<file path="src/rtl/ptw_pkg.sv">
package ptw_pkg;

    localparam int AW       = 64;
    localparam int PAGE_SH  = 12;
    localparam int IDX_W    = 11;
    localparam int PIDX_W   = 8;
    localparam int ENT_SH   = 3;

    typedef enum logic [3:0] {
        FLT_NONE  = 4'd0,
        FLT_SPACE = 4'd1,
        FLT_R1    = 4'd2,
        FLT_R2    = 4'd3,
        FLT_R3    = 4'd4,
        FLT_SEG   = 4'd5,
        FLT_PAGE  = 4'd6,
        FLT_SPEC  = 4'd7,
        FLT_PROT  = 4'd8
    } fault_e;

    typedef enum logic [2:0] {
        LV_PAGE = 3'd0,
        LV_SEG  = 3'd1,
        LV_R3   = 3'd2,
        LV_R2   = 3'd3,
        LV_R1   = 3'd4
    } level_e;

    typedef struct packed {
        fault_e          fault;
        logic            finish;
        logic            ro;
        level_e          next_lvl;
        logic [AW-1:0]   next_origin;
        logic [AW-1:0]   frame;
    } step_t;

    function automatic fault_e level_fault(level_e l);
        case (l)
            LV_R1:   return FLT_R1;
            LV_R2:   return FLT_R2;
            LV_R3:   return FLT_R3;
            LV_SEG:  return FLT_SEG;
            LV_PAGE: return FLT_PAGE;
            default: return FLT_SPEC;
        endcase
    endfunction

    // 2-bit top index of a table level (segment and above)
    function automatic logic [1:0] top_index(level_e l, logic [AW-1:0] va);
        return 2'(va >> (18 + 11 * int'(l)));
    endfunction

    // byte offset of the entry selected at level l
    function automatic logic [AW-1:0] entry_offset(level_e l, logic [AW-1:0] va);
        logic [IDX_W-1:0] idx;
        if (l == LV_PAGE) begin
            return AW'({va[PAGE_SH+PIDX_W-1:PAGE_SH], 3'b000});
        end
        idx = IDX_W'(va >> (9 + 11 * int'(l)));
        return AW'({idx, 3'b000});
    endfunction

    function automatic logic [AW-1:0] make_tec(logic [AW-1:0] va, logic store,
                                               logic prot, logic [1:0] space);
        logic [AW-1:0] w;
        w = {va[AW-1:PAGE_SH], {PAGE_SH{1'b0}}};
        w = w | (store ? AW'(12'h400) : AW'(12'h800));
        if (prot) w = w | AW'(3'd4);
        return w | AW'(space);
    endfunction

endpackage

</file>
<file path="src/rtl/ptw_range_check.sv">
module ptw_range_check
    import ptw_pkg::*;
(
    input  logic [AW-1:0] va,
    input  logic [AW-1:0] desc,
    output level_e        start_lvl,
    output fault_e        start_fault
);
    logic [1:0] len;
    logic       out_of_space;

    always_comb begin
        start_lvl = level_e'(3'(desc[3:2]) + 3'd1);
        len       = desc[1:0];
        case (start_lvl)
            LV_R2:   out_of_space = |va[63:53];
            LV_R3:   out_of_space = |va[63:42];
            LV_SEG:  out_of_space = |va[63:31];
            default: out_of_space = 1'b0;
        endcase
        if (out_of_space)
            start_fault = FLT_SPACE;
        else if (top_index(start_lvl, va) > len)
            start_fault = level_fault(start_lvl);
        else
            start_fault = FLT_NONE;
    end
endmodule

</file>
<file path="src/rtl/ptw_entry_eval.sv">
module ptw_entry_eval
    import ptw_pkg::*;
(
    input  level_e        lvl,
    input  logic [AW-1:0] entry,
    input  logic [AW-1:0] va,
    input  logic          large_en,
    output step_t         step
);
    level_e     nl;
    logic [1:0] ni;

    always_comb begin
        step = '{fault: FLT_NONE, finish: 1'b0, ro: 1'b0, next_lvl: LV_PAGE,
                 next_origin: '0, frame: '0};
        nl = level_e'(lvl - 3'd1);
        ni = top_index(nl, va);
        if (lvl == LV_PAGE) begin
            if (entry[10])
                step.fault = FLT_PAGE;
            else if (entry[8])
                step.fault = FLT_SPEC;
            else begin
                step.finish = 1'b1;
                step.ro     = entry[9];
                step.frame  = {entry[AW-1:PAGE_SH], {PAGE_SH{1'b0}}};
            end
        end else if (entry[5]) begin
            step.fault = level_fault(lvl);
        end else if (3'(entry[3:2]) != 3'(lvl - 3'd1)) begin
            step.fault = FLT_SPEC;
        end else if (lvl == LV_SEG) begin
            step.ro = entry[9];
            if (entry[10] && large_en) begin
                step.finish = 1'b1;
                step.frame  = {entry[AW-1:20], va[19:PAGE_SH], {PAGE_SH{1'b0}}};
            end else begin
                step.next_lvl    = LV_PAGE;
                step.next_origin = {entry[AW-1:11], 11'b0};
            end
        end else begin
            if (ni < entry[7:6] || ni > entry[1:0]) begin
                step.fault = level_fault(nl);
            end else begin
                step.ro          = large_en & entry[9];
                step.next_lvl    = nl;
                step.next_origin = {entry[AW-1:PAGE_SH], {PAGE_SH{1'b0}}};
            end
        end
    end
endmodule

</file>
<file path="src/rtl/ptw_walker.sv">
module ptw_walker
    import ptw_pkg::*;
(
    input  logic          clk,
    input  logic          rst,
    input  logic          req_valid,
    output logic          req_ready,
    input  logic [63:0]   req_vaddr,
    input  logic [63:0]   req_desc,
    input  logic          req_store,
    input  logic [1:0]    req_space,
    input  logic          large_frame_en,
    output logic          mem_rd_valid,
    output logic [63:0]   mem_rd_addr,
    input  logic          mem_rsp_valid,
    input  logic [63:0]   mem_rsp_data,
    output logic          res_valid,
    input  logic          res_ack,
    output logic [63:0]   res_addr,
    output logic          res_writable,
    output logic [3:0]    res_fault,
    output logic [63:0]   res_tec
);
    typedef enum logic [1:0] {S_IDLE, S_READ, S_WAIT, S_DONE} state_e;

    state_e        state;
    logic [AW-1:0] va_q, origin_q;
    logic          store_q, large_q, wr_q;
    logic [1:0]    space_q;
    level_e        lvl_q;

    logic [AW-1:0] va_pg;
    level_e        start_lvl;
    fault_e        start_fault;
    step_t         step;

    logic          fin;
    fault_e        fin_fault;
    logic [AW-1:0] fin_addr;
    logic          fin_wr;
    logic [AW-1:0] t_va;
    logic          t_store;
    logic [1:0]    t_space;
    logic          wr_next;

    assign va_pg = {req_vaddr[AW-1:PAGE_SH], {PAGE_SH{1'b0}}};

    ptw_range_check u_range (
        .va          (va_pg),
        .desc        (req_desc),
        .start_lvl   (start_lvl),
        .start_fault (start_fault)
    );

    ptw_entry_eval u_eval (
        .lvl      (lvl_q),
        .entry    (mem_rsp_data),
        .va       (va_q),
        .large_en (large_q),
        .step     (step)
    );

    assign req_ready    = (state == S_IDLE);
    assign mem_rd_valid = (state == S_READ);
    assign mem_rd_addr  = origin_q + entry_offset(lvl_q, va_q);
    assign wr_next      = wr_q & ~step.ro;

    always_comb begin
        fin       = 1'b0;
        fin_fault = FLT_NONE;
        fin_addr  = '0;
        fin_wr    = 1'b0;
        t_va      = va_q;
        t_store   = store_q;
        t_space   = space_q;
        if (state == S_IDLE) begin
            t_va    = va_pg;
            t_store = req_store;
            t_space = req_space;
            if (req_valid) begin
                if (req_desc[5]) begin
                    fin      = 1'b1;
                    fin_addr = va_pg;
                    fin_wr   = 1'b1;
                end else if (start_fault != FLT_NONE) begin
                    fin       = 1'b1;
                    fin_fault = start_fault;
                end
            end
        end else if (state == S_WAIT && mem_rsp_valid) begin
            if (step.fault != FLT_NONE) begin
                fin       = 1'b1;
                fin_fault = step.fault;
            end else if (step.finish) begin
                fin = 1'b1;
                if (store_q && !wr_next) begin
                    fin_fault = FLT_PROT;
                end else begin
                    fin_addr = step.frame;
                    fin_wr   = wr_next;
                end
            end
        end
    end

    always_ff @(posedge clk) begin
        if (rst) begin
            state        <= S_IDLE;
            res_valid    <= 1'b0;
            res_addr     <= '0;
            res_writable <= 1'b0;
            res_fault    <= 4'd0;
            res_tec      <= '0;
            va_q         <= '0;
            origin_q     <= '0;
            store_q      <= 1'b0;
            large_q      <= 1'b0;
            wr_q         <= 1'b0;
            space_q      <= 2'd0;
            lvl_q        <= LV_PAGE;
        end else begin
            if (state == S_IDLE && req_valid) begin
                va_q      <= va_pg;
                store_q   <= req_store;
                space_q   <= req_space;
                large_q   <= large_frame_en;
                wr_q      <= 1'b1;
                lvl_q     <= start_lvl;
                origin_q  <= {req_desc[AW-1:PAGE_SH], {PAGE_SH{1'b0}}};
                if (!fin) state <= S_READ;
            end
            if (state == S_READ) state <= S_WAIT;
            if (state == S_WAIT && mem_rsp_valid && !fin) begin
                lvl_q    <= step.next_lvl;
                origin_q <= step.next_origin;
                wr_q     <= wr_next;
                state    <= S_READ;
            end
            if (fin) begin
                state        <= S_DONE;
                res_valid    <= 1'b1;
                res_addr     <= fin_addr;
                res_writable <= fin_wr;
                res_fault    <= fin_fault;
                res_tec      <= (fin_fault == FLT_NONE) ? '0 :
                                make_tec(t_va, t_store, fin_fault == FLT_PROT, t_space);
            end
            if (state == S_DONE && res_ack) begin
                state     <= S_IDLE;
                res_valid <= 1'b0;
            end
        end
    end
endmodule

</file>
<file path="config.mk">
export PLATFORM = sky130hd
export DESIGN_NAME = ptw_walker
export DESIGN_NICKNAME = d
export VERILOG_FILES = /design/src/rtl/ptw_pkg.sv /design/src/rtl/ptw_range_check.sv /design/src/rtl/ptw_entry_eval.sv /design/src/rtl/ptw_walker.sv
export SDC_FILE = /design/constraint.sdc
export NUM_CORES = 1
export LEC_CHECK = 0
export ABC_AREA = 1
export BUFFER_PORTS_ARGS = -buffer_cell sky130_fd_sc_hd__buf_4
export CAP_MARGIN = 25
export CELL_PAD_IN_SITES_DETAIL_PLACEMENT = 2
export CELL_PAD_IN_SITES_GLOBAL_PLACEMENT = 2
export CORE_ASPECT_RATIO = 1.5
export CORE_MARGIN = 2
export CORE_UTILIZATION = 30
export DETAILED_ROUTE_END_ITERATION = 6
export PLACE_DENSITY = 0.94
export REMOVE_ABC_BUFFERS = 1
export SLEW_MARGIN = 20
export SYNTH_ARGS = -nofsm -noshare
export SYNTH_HDL_FRONTEND = slang
export SYNTH_SLANG_ARGS = --single-unit
export TNS_END_PERCENT = 5
</file>
<file path="constraint.sdc">
create_clock -name clk -period 10.05 [get_ports clk]
set_input_delay 2.01 -clock clk [delete_from_list [all_inputs] [get_ports clk]]
set_output_delay 2.01 -clock clk [all_outputs]
set_load 0.05 [all_outputs]
</file>
==> metrics <==
# IOs around 400; Synth Area in XOR/XNOR 2.77%; initial antenna violation count 12; GRT Residual Overflow 0; largest net degree at the start of global routing 75; vias in the first global route between 20000 and 25000; Total Wirelength roughly 86 mm; R2R Setup Slk ~2.4 ns; Slew Viols, Final 0; Clock transition at path regs ~0.070 ns; dpl hpwl 63.7 mm; routed wl met3 roughly 3.6 mm; antenna viol nets, final 0; Commonest cells post-synth nand2_1, nor2_1, a21oi_1; Die Span X approximately 190 um; post-synthesis adder-cell area fraction roughly 2.4%; htree depth 1; port bufs roughly 360; Design Power between 7 and 8 mW; area delta synth->final 25.7%; wire length on met1 31.8 mm; Critical Path, Cell by Cell nand2_1 -> nor2_1 -> nand2_1 -> a21oi_1 -> ha_1 -> inv_1 -> fa_1 -> inv_1 -> nand2_1 -> a21oi_2 -> nand2_2 -> nor2_1 -> nand3_1 -> nor4_1 -> nand3_1 -> nor4_1 -> nand3_1 -> nor4_1 -> nand4_1 -> xnor2_1 -> buf_4; Startpoint Class flop; post-synthesis sequential area ratio roughly 30%; Slowest-stage cell, CP nor4_1; Row Count 101; crit-path max cell delay between 0.5 and 0.6 ns; most numerous cell in the Yosys netlist nand2_1; fin crit period about 8.8 ns; multiplexer share of the synthesized area 0%; r2r endpoint res_addr[46]; Final setup viols 0; Post-Syn Area around 15000 um2; hold_buf cts 0; Skew-Pair Late Insertion Delay 0.58 ns; DR pass1 iterations 5; Top delay family on crit path simple AND/OR/NAND/NOR gates; Clock Sinks 230; share of cells above drive strength 1 between 10% and 20%; Die H between 200 and 300 um; crit end category output pin; Max Clock Skew about 0.019 ns; power per standard cell area between 300 and 400 nW/um2; core region area a little over 50000 um2; synth unique cells 53; post-cts resize count 0; fmax 113 MHz; highest metal used met4; Fillers slightly above 6000; met2 wire length around 43 mm; CTS buffer count 27; worst endpoint required time approximately 8 ns; Die ar. 52400 um2; Hold Path Class flop to flop; simple-gate share of the synthesized area around 29%; Detailed Route Iter0 Violations approximately 1100; via/cell ratio between 5 and 6; hold path depth 2; CTS tree built; Worst EP arrival 6.83 ns; status finished clean; worst vdd ir about 0.29 mV; Post-DP Area between 15000 and 20000 um2; # Max-Cap Violations 0; RSZ-0062 raised after global routing false; Hold Crit Start res_tec[60]; ranking of synthesized cells by area dfxtp_1, nand2_1, a21oi_1; clock tree root buffer cell clkbuf_16; crit path max fanout 11; post-synth top area cell dfxtp_1; Pleak 8.47 nW; Worst Hold Path EP res_tec[60]; Critical path buffers and inverters 3; FF+latch area between 4000 and 5000 um2; Routability Congestion approximately 0.97; Synth top area share slightly above 30%; reg2reg path depth 27; WL/cell approximately 26 um; slew margin rel. 47.2%; r2r startpoint lvl_q[1]; yosys warns 0; Multi-input gate area roughly 9000 um2; crit share post-route 88.0%; Post-synth EDFFs 0; Post-CTS Setup Inserts 0; initial core utilization between 30% and 40%; global-route wire length before repair ~130 mm; DR vias about 19000; total negative setup slack 0 ns; final net count between 2000 and 3000; Worst path depth 21; Gate Count Post-Synth 2400; DR DRC count 0; largest family of logic cells by synthesized area simple AND/OR/NAND/NOR gates; #FFs+latches synth 230; clock buffer depth 3; Hold Fails Final Rpt 0; asr flop ratio synth 0%; Post-Syn Area per Cell between 6 and 7 um2; all-layer global routing usage slightly above 30%; Top FF cell, synth dfxtp_1; Worst-Margin Slew around 0.8 ns; complex-gate fraction of the synthesized area a little under a quarter; Post-Layout Inst Area ~19000 um2; Setup Crit Path Kind flop to output pin
## power by group
part	internal [mW]	switching [mW]
Combinational	1.24	3.56
Sequential	1.23	0.283
Clock	0.575	0.445
## worst register-to-register path, delay by kind of cell, from the launching register on
kind / cells / cell delay, ns
compound gates: 6 / 1.65
simple gates: 9 / 1.62
buf+inv: 6 / 1.61
fa+ha+maj: 6 / 2.33
flops: 1 / 0.32
## logic make-up after synthesis
kind of cell | Yosys count
other cells | 1
xor+xnor | 48
flops | 230
compound gates | 624
fa+ha+maj | 29
buf+inv | 433
simple gates | 1035
## cell type report
cell class,instances,area share (%)
diodes,12,0.157
flip-flops and latches,230,24.1
repair buffers,392,15.6
clock buffers,36,3.93
clock inverters,10,0.643
inverters,241,4.75
multi-input cells,1758,46.4
well taps,669,4.39
## per-layer routing
metal	vias to the layer above	global-route usage (%)
met4	0	22.6
met2	722	56.4
met3	288	2.89
met5	-	0
li1	8483	-
met1	9397	33.8
## cells in the final DEF, fill, tap and decap left out, types with 4 or more instances in the layout
| cell type | Yosys | routed |
|---|---|---|
| nand2_1 | 439 | 436 |
| buf_4 | 28 | 389 |
| nor2_1 | 277 | 275 |
| a21oi_1 | 256 | 256 |
| inv_1 | 232 | 231 |
| dfxtp_1 | 230 | 229 |
| o21ai_0 | 220 | 220 |
| nand3_1 | 206 | 206 |
| a22oi_1 | 53 | 53 |
| nand4_1 | 39 | 39 |
| xor2_1 | 36 | 36 |
| ha_1 | 28 | 28 |
| clkbuf_16 | 0 | 27 |
| nor3_1 | 25 | 25 |
| conb_1 | 1 | 22 |
| nor4_1 | 17 | 17 |
| a31oi_1 | 17 | 17 |
| a221oi_1 | 15 | 15 |
| o21ai_1 | 15 | 15 |
| diode_2 | 0 | 12 |
| xnor2_1 | 12 | 12 |
| nand2_2 | 11 | 12 |
| a211oi_1 | 10 | 10 |
| o2111ai_1 | 9 | 9 |
| o211ai_1 | 8 | 8 |
| o31ai_1 | 7 | 7 |
| inv_2 | 6 | 6 |
| nor2_4 | 2 | 6 |
| clkinv_2 | 0 | 5 |
| clkbuf_1 | 119 | 5 |
| clkbuf_8 | 0 | 4 |
## metrics by stage
step / std cells / hold slack (ns) / util (%) / setup slack (ns)
after floorplan: 2229 / 0.439 / - / 0.556
after detailed placement: 3289 / 0.478 / 36.1 / 1.82
after global routing: 3348 / 0.521 / 37.9 / 0.677
final: 3348 / 0.488 / 37.9 / 1.21
after global placement: 3289 / 0.451 / 36.1 / 2.23
after CTS: 3335 / 0.490 / 37.8 / 1.18
## sequential cells by signal, summed over array words and instances (netlist names), 2 cells and up
name / flops
va_q: 52
origin_q: 53
state: 2
res_fault: 4
space_q: 2
res_tec: 57
lvl_q: 3
res_addr: 52
## worst max-delay path by stage
stage / from / slack, ns / end
floorplan: req_desc[2] / 0.56 / res_addr[12]
global placement: lvl_q[0] / 2.23 / mem_rd_addr[63]
detailed placement: lvl_q[0] / 1.82 / mem_rd_addr[63]
CTS: lvl_q[0] / 1.18 / mem_rd_addr[63]
global route: lvl_q[0] / 0.68 / mem_rd_addr[63]
finish: lvl_q[2] / 1.21 / mem_rd_addr[63]
Power figures use the tool's default switching activity.
